### src/rtl/bus_owner_pkg.sv
package bus_owner_pkg;
    localparam int NMST  = 2;
    localparam int CMD_W = 2;
    localparam int CFG_W = 2;

    typedef enum logic [CMD_W-1:0] {
        CMD_TOUCH = 2'd0,
        CMD_TAKE  = 2'd1,
        CMD_DROP  = 2'd2,
        CMD_CFG   = 2'd3
    } own_cmd_e;

    typedef struct packed {
        logic [NMST-1:0] en;
        logic            busy;
        logic            hold_vld;
        logic            hold_id;
    } own_state_t;

    typedef struct packed {
        logic fwd;
        logic mask;
        logic lost;
    } irq_state_t;
endpackage

### src/rtl/bus_owner_irq.sv
module bus_owner_irq
    import bus_owner_pkg::*;
(
    input  logic             clk,
    input  logic             rst_n,
    input  logic             acc,
    input  logic             cfg_wr,
    input  logic [CFG_W-1:0] cfg_val,
    input  logic             lost_set,
    input  logic             ds_int_n,
    output logic             int_n
);
    irq_state_t s_d, s_q;

    always_comb begin
        s_d = s_q;
        if (acc) s_d.lost = 1'b0;
        if (cfg_wr) begin
            s_d.fwd  = cfg_val[0];
            s_d.mask = cfg_val[1];
        end
        if (lost_set && !s_q.mask) s_d.lost = 1'b1;
    end

    always_ff @(posedge clk or negedge rst_n) begin
        if (!rst_n) s_q <= '0;
        else        s_q <= s_d;
    end

    assign int_n = !(s_q.lost || (s_q.fwd && !ds_int_n));


    lost_clear_chk: assert property (@(posedge clk) disable iff (!rst_n)
        (acc && !lost_set) |=> !s_q.lost);

    lost_masked_chk: assert property (@(posedge clk) disable iff (!rst_n)
        (s_q.mask && !s_q.lost) |=> !s_q.lost);
endmodule

### src/rtl/bus_owner_sel.sv
module bus_owner_sel
    import bus_owner_pkg::*;
#(
    parameter bit BOOT_CH0 = 1'b1
) (
    input  logic                  clk,
    input  logic                  rst_n,
    input  logic [NMST-1:0]       acc_vld,
    input  logic [NMST*CMD_W-1:0] acc_cmd,
    input  logic [NMST*CFG_W-1:0] acc_cfg,
    input  logic                  ds_int_n,
    input  logic                  seq_ack,
    output logic                  seq_req,
    output logic                  seq_tgt,
    output logic [NMST-1:0]       chan_en,
    output logic [NMST-1:0]       up_int_n
);
    localparam own_state_t BOOT_STATE = '{
        en:       BOOT_CH0 ? 2'b01 : 2'b00,
        busy:     1'b0,
        hold_vld: BOOT_CH0,
        hold_id:  1'b0
    };

    own_state_t      s_d, s_q;
    logic [NMST-1:0] take, drop, cfg_wr, lost_set;
    logic            win_vld, win_id;

    always_comb begin
        for (int m = 0; m < NMST; m++) begin
            own_cmd_e c;
            c         = own_cmd_e'(acc_cmd[m*CMD_W +: CMD_W]);
            take[m]   = acc_vld[m] && (c == CMD_TAKE);
            drop[m]   = acc_vld[m] && (c == CMD_DROP);
            cfg_wr[m] = acc_vld[m] && (c == CMD_CFG);
        end
        win_vld = |take;
        win_id  = !take[0];
    end

    always_comb begin
        s_d      = s_q;
        lost_set = '0;
        // commit a finished switch
        if (s_q.busy && seq_ack) begin
            s_d.busy = 1'b0;
            s_d.en   = s_q.hold_id ? 2'b10 : 2'b01;
        end
        // give-up only by the current holder
        for (int m = 0; m < NMST; m++) begin
            if (drop[m] && s_d.hold_vld && (s_d.hold_id == m[0])) begin
                s_d.hold_vld = 1'b0;
                s_d.busy     = 1'b0;
                s_d.en       = '0;
            end
        end
        // takeover, channel 0 wins a tie
        if (win_vld) begin
            if (&take) lost_set[1] = 1'b1;
            if (!(s_d.hold_vld && s_d.hold_id == win_id)) begin
                if (s_d.hold_vld) lost_set[s_d.hold_id] = 1'b1;
                s_d.hold_vld = 1'b1;
                s_d.hold_id  = win_id;
                s_d.busy     = 1'b1;
                s_d.en       = '0;
            end
        end
    end

    always_ff @(posedge clk or negedge rst_n) begin
        if (!rst_n) s_q <= BOOT_STATE;
        else        s_q <= s_d;
    end

    assign seq_req = s_q.busy;
    assign seq_tgt = s_q.hold_id;
    assign chan_en = s_q.en;

    for (genvar g = 0; g < NMST; g++) begin : g_irq
        bus_owner_irq u_irq (
            .clk      (clk),
            .rst_n    (rst_n),
            .acc      (acc_vld[g]),
            .cfg_wr   (cfg_wr[g]),
            .cfg_val  (acc_cfg[g*CFG_W +: CFG_W]),
            .lost_set (lost_set[g]),
            .ds_int_n (ds_int_n),
            .int_n    (up_int_n[g])
        );
    end


    one_owner_chk: assert property (@(posedge clk) disable iff (!rst_n)
        $onehot0(chan_en));

    idle_during_switch_chk: assert property (@(posedge clk) disable iff (!rst_n)
        seq_req |-> (chan_en == '0));

    commit_on_ack_chk: assert property (@(posedge clk) disable iff (!rst_n)
        (seq_req && seq_ack && acc_vld == '0) |=> (chan_en != '0));

    stray_ack_chk: assert property (@(posedge clk) disable iff (!rst_n)
        (!seq_req && seq_ack && acc_vld == '0) |=> $stable(chan_en));
endmodule

### config.mk
export PLATFORM = sky130hd
export DESIGN_NAME = bus_owner_sel
export DESIGN_NICKNAME = d
export VERILOG_FILES = /design/src/rtl/bus_owner_pkg.sv /design/src/rtl/bus_owner_irq.sv /design/src/rtl/bus_owner_sel.sv
export SDC_FILE = /design/constraint.sdc
export NUM_CORES = 1
export LEC_CHECK = 0
export ABC_AREA = 1
export BUFFER_PORTS_ARGS = -buffer_cell sky130_fd_sc_hd__buf_4
export CORE_MARGIN = 2
export CORE_UTILIZATION = 48
export DETAILED_ROUTE_END_ITERATION = 10
export PLACE_DENSITY = 0.76
export SYNTH_ARGS = -nofsm -noshare
export SYNTH_HDL_FRONTEND = slang
export SYNTH_SLANG_ARGS = --single-unit
### constraint.sdc
create_clock -name clk -period 1.75 [get_ports clk]
set_clock_uncertainty 0.2 [all_clocks]
set_input_delay 0.35 -clock clk [delete_from_list [all_inputs] [get_ports clk]]
set_output_delay 0.35 -clock clk [all_outputs]
set_load 0.02 [all_outputs]
==> results_dict.tcl <==
set metrics [dict create \
    status "complete, no violations" \
    viasPerCell 4.750 \
    fp.dieH_um 40.28 \
    clk_path_buf_depth 2 \
    synth_most_common_cell "nand2_1" \
    placed_cell_area_um2 763.2 \
    layout.nets 116 \
    grt_overflow 0 \
    crit_end "seq_tgt" \
    cts_root_buf "clkbuf_4" \
    worstRegToRegCells 5 \
    reg2reg_from "seq_tgt$_DFFE_PN0P_" \
    power_density_nw_per_um2 907.7 \
    min_period_ps 1499 \
    path_cells "buf_4" \
    path_class "register to output port" \
    synth_area_leaders "dfrtp_1 36%, nand2_1 14%, dfstp_2 8.3%" \
    core_um2 1269 \
    pin_count 20 \
    port_buffers 19 \
    pwr-share-seq 0.460 \
    async_reset_ff_frac 1.000 \
    gp_congestion 0.7885 \
    grt_pass1_wl_um 1656 \
    path_depth 1 \
    routed_wl_um 1091 \
    combPwrFrac 0.313 \
    syn_to_final_growth_pct 26.73 \
    synth_edf_count 0 \
    synth_common_cells "23 x nand2_1, 9 x dfrtp_1, 9 x inv_1" \
    rrSetupSlack_ps 430 \
    period_share 0.8564 \
    grt_antenna_before_repair 0 \
    post-dp-hpwl_um 911.9 \
    synthCells 81 \
    drtIter0Drc 13 \
    start_util 0.4980 \
    yosys_warnings 0 \
    crit_arrival_ps 950 \
    netlist-cell-type-count 16 \
    dr.pass1.iters 4 \
    maxCapViolCount 0 \
    endpoint_kind "output port" \
    row_count 13 \
    drtAntennaViolNets 0 \
    switchingPower_uw 231.8 \
    clock-sinks 11 \
    start_kind "register" \
    ys.flop_type "dfrtp_1" \
    diodes 0 \
    ir_drop_mv 0.5215 \
    cts.clk_slew.worst_paths_ps 70 \
    avgSynthCellArea_um2 7.801 \
    gr-usage-all-layers 0.1585 \
    cts_inserted_buffers 3 \
    crit_required_ps 1200 \
    fmax_mhz 667.2 \
    cp_num_buf_inv 1 \
    setup-violations-final 0 \
    tns_ps 0 \
    vias 551 \
    yosysSeqAreaShare 0.4396 \
    synth_nets 95 \
    crit_path_max_incr_delay_ps 490 \
    drv_slew 0 \
    tightestPinTransition_ps 266.3 \
    power.static_leakage_nw 0.4455 \
    p_clk_frac 0.228 \
    grt_max_degree 12 \
    p_sw_frac 0.3189 \
    synthesis.area_um2 631.9 \
    grt_pass1_vias 440 \
    layout-drive-gt1-share 0.3168 \
    r2r_end "seq_req$_DFF_PN0_" \
    synth_seq_cells 11 \
    cp_max_fo 7 \
    maxSlewHeadroom 0.8225 \
    die_area_um2 1622 \
    slowest_stage "dfrtp_1" \
    hold_class "primary input to register" \
    hold_violations 0 \
    remaining_drc_errors 0 \
    drt-wirelength-per-cell_um 9.405 \
    fillers 115 \
    die_w_um 40.28 \
    synth_top_area_frac 0.3564 \
    cp_top_family "flip-flops" \
    cts_tree "done" \
    ctsHtreeMaxLevel 1 \
    netlist.top_cell.by_area "dfrtp_1" \
    clkLatencyLatePin_ps 260 \
    hold_ws_ps 91.46 \
    rsz0062_at_grt "no" \
    postLayoutCoreUtil 0.6312 \
    p_int_uw 495.0 \
    total_power_uw 726.8 \
    cp-startpoint "seq_tgt$_DFFE_PN0P_" \
    stdcell_area_um2 800.8 \
]
## state kept, by name, indices dropped and copies added (netlist names)
| signal | count |
|---|---|
| seq_req | 1 |
| chan_en | 2 |
| g_irq.u_irq.s_q | 6 |
| seq_tgt | 1 |
| s_q | 1 |
## cells in the final DEF, fill, tap and decap left out
master,count
a21oi_1,7
nand3_1,7
o21ai_0,1
mux2_1,3
inv_2,2
inv_1,9
nor2_1,6
nand2_1,23
nand4_1,2
a21boi_4,1
dfstp_2,2
nor3_1,1
buf_4,19
nand3_2,1
clkbuf_4,3
nor2_2,3
clkinv_2,1
dfrtp_1,9
dlygate4sd3_1,1
## cell type report
cell class,count,area [um2],area share
Multi-Input combinational cell,55,282.8,0.3531
Sequential cell,11,277.8,0.3469
Timing Repair Buffer,20,152.6,0.1906
Inverter,11,41.29,0.05156
Clock buffer,3,22.52,0.02812
Tap cell,15,18.77,0.02344
Clock inverter,1,5.005,0.006250
## kinds of logic (layout without fill, tap and decap cells)
kind of cell / count (synthesis) / in the layout / synth area share
AO/OA/AOI/OAI: 9 / 9 / 0.09306
buffers and inverters: 15 / 35 / 0.1129
flip-flops: 11 / 11 / 0.4396
multiplexers: 3 / 3 / 0.05346
AND/OR/NAND/NOR: 43 / 43 / 0.3010
## per-stage QoR
stage / setup slack, ps / cells
floorplan: 447.2 / 81
global placement: 417.0 / 111
detailed placement: 396.7 / 111
CTS: 239.4 / 116
global route: 191.4 / 116
finish: 251.3 / 116
## metal layers
layer  vias up  track usage  share of wire
met5         -            0              0
met4         0       0.1000          0.021
met3         4      0.03333          0.047
met2        13       0.2460           0.44
met1       236       0.1993           0.49
li1        298            -              -
## power by group through the flow
stage               registers (mW)  logic [mW]  clock network [mW]
global placement             0.340       0.225                   0
detailed placement           0.340       0.227                   0
global route                 0.342       0.253               0.187
floorplan                    0.341       0.157                   0
finish                       0.334       0.227               0.165
CTS                          0.336       0.230               0.174
## how the worst min path moves through the flow
stage | start | to | slack [ps] | cells past startpoint
2_1_floorplan | rst_n | chan_en[1]$_DFF_PN0_ | -150 | 0
3_3_place_gp | rst_n | chan_en[1]$_DFF_PN0_ | -9 | 1
3_5_place_dp | rst_n | chan_en[1]$_DFF_PN0_ | -10 | 1
4_1_cts | acc_cfg[3] | g_irq[1].u_irq.s_q[1]$_DFFE_PN0P_ | 90 | 2
5_1_grt | acc_cfg[3] | g_irq[1].u_irq.s_q[1]$_DFFE_PN0P_ | 90 | 2
6_report | acc_cfg[3] | g_irq[1].u_irq.s_q[1]$_DFFE_PN0P_ | 90 | 2
## timing repair
item | in CTS | in global routing
resized for setup | 0 | 0
hold buffers | 1 | 0
setup buffers | 0 | 0
hold endpoints to repair | 11 | 0
No activity file was read; power rests on OpenSTA's default activity.
